File: src/rtl/swallow_ctl.sv
module swallow_ctl #(
  parameter int NW = 10,
  parameter int AW = 7,
  localparam int NMIN = 3
) (
  input  logic          clk,
  input  logic          rst_n,
  input  logic          vco_tick,
  input  logic [NW-1:0] n_prog,
  input  logic [AW-1:0] a_prog,
  output logic          mod_ctl,
  output logic          div_pulse,
  output logic          cfg_err
);

  logic [NW-1:0] n_cnt;
  logic [AW-1:0] a_cnt;
  logic [NW-1:0] n_eff;
  logic [NW-1:0] a_wide;
  logic          a_over;
  logic [AW-1:0] a_eff;
  logic          terminal;

  assign n_eff    = (n_prog < NW'(NMIN)) ? NW'(NMIN) : n_prog;
  assign a_wide   = NW'(a_prog);
  assign a_over   = a_wide > n_eff;
  assign a_eff    = a_over ? n_eff[AW-1:0] : a_prog;
  assign terminal = vco_tick && (n_cnt == NW'(1));
  assign mod_ctl  = (a_cnt == '0);

  always_ff @(posedge clk) begin
    if (!rst_n || terminal) begin
      n_cnt   <= n_eff;
      a_cnt   <= a_eff;
      cfg_err <= a_over;
    end else if (vco_tick) begin
      n_cnt <= n_cnt - NW'(1);
      if (a_cnt != '0) a_cnt <= a_cnt - AW'(1);
    end
  end

  always_ff @(posedge clk) begin
    if (!rst_n) div_pulse <= 1'b0;
    else        div_pulse <= terminal;
  end

  assert_hold_without_tick_R10: assert property (@(posedge clk) disable iff (!rst_n)
    !vco_tick |=> $stable(mod_ctl));
  assert_pulse_one_clock_R4: assert property (@(posedge clk) disable iff (!rst_n)
    div_pulse |=> !div_pulse);
  assert_pulse_after_tick_R4: assert property (@(posedge clk) disable iff (!rst_n)
    div_pulse |-> $past(vco_tick));
  assert_mod_falls_at_reload_R2: assert property (@(posedge clk) disable iff (!rst_n)
    $fell(mod_ctl) |-> div_pulse);
  assert_err_changes_at_reload_R7: assert property (@(posedge clk) disable iff (!rst_n)
    !$stable(cfg_err) |-> div_pulse);
  assert_a_within_n_R7: assert property (@(posedge clk) disable iff (!rst_n)
    NW'(a_cnt) <= n_cnt);
  assert_n_nonzero_R8: assert property (@(posedge clk) disable iff (!rst_n)
    n_cnt != '0);

endmodule

File: config.mk
export PLATFORM = sky130hd
export DESIGN_NAME = swallow_ctl
export DESIGN_NICKNAME = d
export VERILOG_FILES = /design/src/rtl/swallow_ctl.sv
export SDC_FILE = /design/constraint.sdc
export NUM_CORES = 1
export LEC_CHECK = 0
export BUFFER_PORTS_ARGS = -buffer_cell sky130_fd_sc_hd__buf_2
export CAP_MARGIN = 10
export CELL_PAD_IN_SITES_DETAIL_PLACEMENT = 0
export CELL_PAD_IN_SITES_GLOBAL_PLACEMENT = 1
export CORE_MARGIN = 5
export CORE_UTILIZATION = 46
export CTS_CLUSTER_DIAMETER = 150
export CTS_CLUSTER_SIZE = 28
export DETAILED_ROUTE_END_ITERATION = 10
export PLACE_DENSITY = 0.86
export SYNTH_ARGS = -nofsm -noshare
export SYNTH_HDL_FRONTEND = slang
export SYNTH_SLANG_ARGS = --single-unit
File: constraint.sdc
create_clock -name clk -period 3.6 [get_ports clk]
set_clock_uncertainty 0.15 [all_clocks]
set_input_delay 0 -clock clk [delete_from_list [all_inputs] [get_ports clk]]
set_output_delay 0 -clock clk [all_outputs]
set_load 0.05 [all_outputs]
# [After elaboration in Yosys (flattened, before gate mapping)]
# Index checks and enable logic that the tools add are counted.
[totals] in_bits=20 wordCells=24 regBits=19
[classes] n_addsub=2 reduce_logical=8 n_lt_le_gt_ge=2 n_eq_ne=1 n_mux=7
[ops] operator="$mux 10" count=3
[ops] operator="$mux 7" count=4
[ops] operator="$eq 10x1->1 const B" count=1
[ops] operator="$gt 7x10->1" count=1
[ops] operator="$lt 10x2->1 const B" count=1
[ops] operator="$sub 10x1->10 const B" count=1
[ops] operator="$logic_not 7->1" count=1
[ops] operator="$reduce_bool 7->1" count=1
[ops] operator="$sub 7x1->7 const B" count=1
[ops] operator="$reduce_bool 2->1" count=2
[ops] operator="$reduce_and 2->1" count=1
[ops] operator="$logic_and 1x1->1" count=1
[ops] operator="$logic_not 1->1" count=1
[ops] operator="$logic_or 1x1->1" count=1

# [Longest topological paths before layout]
[depth] word_depth=5 depth_mapped=10 depth_no_buf=9

# [Worst setup path after synthesis]
# OpenSTA, ideal clock, no wires.
[synth_path] kind="in2reg" from="input n_prog[6]" to="register a_cnt[2], data pin" arrival_ns=1.982 setup_slack_ns=1.210 setup_ns=0.258 t_required_ns=3.192 cell_stages=9 path_cell_list="or4_1 > nor3_1 > or2_2 > ha_1 > and4_1 > a311oi_2 > buf_6 > mux2i_1 > a21oi_2"
[synth_via] elab_chain_len=5
[synth_lines] element="start, declared" line_no="9" rtl="input logic [NW-1:0] n_prog,"
[synth_lines] element="$lt 10x2->1" line_no="24" rtl="assign n_eff = (n_prog < NW'(NMIN)) ? NW'(NMIN) : n_prog;"
[synth_lines] element="$mux 10 (*)" line_no="24"
[synth_lines] element="$gt 7x10->1 (*)" line_no="26" rtl="assign a_over = a_wide > n_eff;"
[synth_lines] element="net a_over" line_no="20" rtl="logic a_over;"
[synth_lines] element="$mux 7 (*)" line_no="27" rtl="assign a_eff = a_over ? n_eff[AW-1:0] : a_prog;"
[synth_lines] element="$mux 7 (*)" line_no="32" rtl="if (!rst_n || terminal) begin"
[synth_lines] element="end signal, assigned" line_no="38" rtl="if (a_cnt != '0) a_cnt <= a_cnt - AW'(1);"
[synth_lines] element="end, declared" line_no="17" rtl="logic [AW-1:0] a_cnt;"
# The timed path passes the listed nets; every way through them passes the cells marked *.
# A chain may end at the register's enable or synchronous reset.

# [Worst setup path after layout]
[layout_path] from="input n_prog[6]" to="register a_cnt[3], data pin"
[layout_via] elab_chain_len=5
[layout_lines] element="$lt 10x2->1" line_no="24"
[layout_lines] element="$mux 10 (*)" line_no="24"
[layout_lines] element="$gt 7x10->1" line_no="26"
[layout_lines] element="$mux 7 (*)" line_no="27"
[layout_lines] element="$mux 7 (*)" line_no="32"
# Every way passes the cells marked *; elsewhere a longest branch is shown, timed or not.

==> flow_summary.json <==
{
  "cts_num_sinks": 19,
  "grtUsageTotal_pct": 15.1,
  "ios": 23,
  "tightest_slew_ns": 0.691,
  "wl_per_cell_um": 14.3,
  "grt_max_degree": 36,
  "yosysUniqueCellTypes": 37,
  "detail_route.first_pass.iterations": 4,
  "slew-limit-headroom_pct": 53.7,
  "p_per_area_nw_per_um2": 320,
  "synth_ff_type": "edfxtp_1",
  "totalWireLength_um": 3010,
  "dp_hpwl_um": 2280,
  "synth_edf_count": 18,
  "cts_tree": "built",
  "critical_path_class": "input port to flop",
  "hold_path_class": "input port to flop",
  "ys_seq_area_share_pct": 40.5,
  "chipWidth_um": 64.9,
  "area_growth_pct": 23.5,
  "min_period_ns": 3.11,
  "antenna_found_initial": 0,
  "rr_worst_depth": 4,
  "ys_seq_elements": 19,
  "critPathLaunchType": "input port",
  "arrival_ns": 3.00,
  "syn_inst": 138,
  "vias_per_cell": 5.37,
  "async_flop_share_pct": 0,
  "port_buffers": 22,
  "setup-tns-final_ns": 0,
  "power_leakage_nw": 0.719,
  "hold-path-cell-count": 3,
  "avgSynthCellArea_um2": 10.0,
  "final-max-slew-violation-count": 0,
  "synth_warnings": 0,
  "crit_required_ns": 3.49,
  "h-tree-depth": 1,
  "die_h_um": 64.9,
  "outcome": "finished clean",
  "row_count": 20,
  "peakVddDrop_mv": 0.121,
  "grt_pass1_vias": 1134,
  "whs_ns": 0.00576,
  "end_kind": "flop",
  "clkTransAtPathRegs_ns": 0.12,
  "gp_congestion": 0.845,
  "mostFrequentLayoutCells": "22 x buf_2, 18 x edfxtp_1, 17 x dlygate4sd3_1",
  "rsz0062_at_grt": "false",
  "drt_iter0_markers": 46,
  "drive_above_1_share_pct": 21.3,
  "synth_nets": 169,
  "clk_latency_ns": 0.29,
  "hold_viol": 0,
  "drc": 0,
  "gr-total-overflow": 0,
  "post_cts_buffers": 0,
  "final_common_cell": "buf_2",
  "drv_cap": 0,
  "critPathMaxFanout": 9,
  "synth_area_um2": 1390,
  "grt_first_pass_wirelength_um": 4950,
  "core_area_um2": 2980,
  "final-setup-viol-count": 0,
  "start_util_pct": 46.5,
  "clk_path_buf_depth": 2,
  "diodes": 0,
  "cts_root_buf": "clkbuf_4",
  "cts-buffers-inserted": 3,
  "min_period_over_period_pct": 86.4,
  "vias": 1134,
  "die-area_um2": 4210,
  "ant_nets": 0,
  "max_freq_mhz": 321,
  "nNetsFinal": 210
}
## worst max-delay path, cell delays in order
cell and delay, ns:
dlygate4sd3_1 0.53, buf_2 0.14, or4_1 0.50, nor3_1 0.28, nor2_1 0.11, ha_1 0.30
nor2b_1 0.11, o21ai_0 0.11, a311oi_2 0.34, buf_4 0.24, mux2i_1 0.27, a21oi_2 0.08
## layer usage
layer / global-route usage, % / up-vias / wire [µm]
met4: 3.17 / 0 / 34
met3: 1.73 / 4 / 101
li1: - / 576 / -
met1: 21.0 / 525 / 1430
met5: 0 / - / 0
met2: 25.2 / 29 / 1450
## cell type report
type                    instances  area, µm²
inverters                      12       45.0
repair buffers                 40        288
well taps                      33       41.3
clock inverters                 1       5.00
fillers                       260       1270
flip-flops and latches         19        561
clock buffers                   3       22.5
multi-input cells             103        748
## kinds of logic after synthesis
group / count (synthesis) / share of synthesized area [%]
AND/OR/NAND/NOR: 50 / 19.2
adder cells (fa/ha/maj): 11 / 9.94
AO/OA/AOI/OAI: 22 / 11.5
buffers and inverters: 16 / 5.51
XOR/XNOR: 13 / 8.22
multiplexers: 7 / 5.15
flip-flops: 19 / 40.5
## metrics by stage
stage	setup WS (ns)	area (µm²)	std cells	power (mW)	utilization, %
floorplan	1.21	1390	138	0.391	-
global placement	0.856	1510	190	0.426	50.8
detailed placement	0.726	1510	190	0.431	50.8
CTS	0.501	1710	211	0.548	57.4
global route	0.358	1710	211	0.579	57.4
finish	0.489	1710	211	0.547	57.4
## path summary, 6_finish.rpt
check                                from  endpoint  slack [ns]
worst max-delay path            n_prog[6]  a_cnt[3]        0.49
worst min-delay path            a_prog[6]  a_cnt[6]       0.006
worst max register to register   n_cnt[2]  n_cnt[0]        1.13
worst min register to register   n_cnt[8]  n_cnt[8]        0.55
## state kept, by name, indices dropped and copies added, names as in the netlist
register	count
div_pulse	1
n_cnt	10
cfg_err	1
a_cnt	7
## synthesized netlist by cell type, drive strengths merged (3+ instances only)
master	instances	area share, %
nand3	3	1.1
buf	4	2.3
a21oi	6	3.5
mux2i	6	4.3
o21ai	8	2.9
nor4	3	2.3
edfxtp	18	39
ha	11	9.9
nor3	6	2.2
nand2	15	4.2
nor2	10	2.7
inv	12	3.3
xor2	10	6.3
xnor2	3	1.9
## repair_timing
item / in CTS / in global routing
endpoints found under the hold margin: 16 / 0
hold buffers: 17 / 0
resized for setup: 0 / 0
## where the power goes
part	total [mW]	switching [mW]	internal, mW
clock network	0.108	0.0664	0.0413
logic	0.137	0.0706	0.0663
registers	0.302	0.0268	0.276
total	0.547	0.164	0.383
Note: power is estimated with default switching activity, not from simulation.
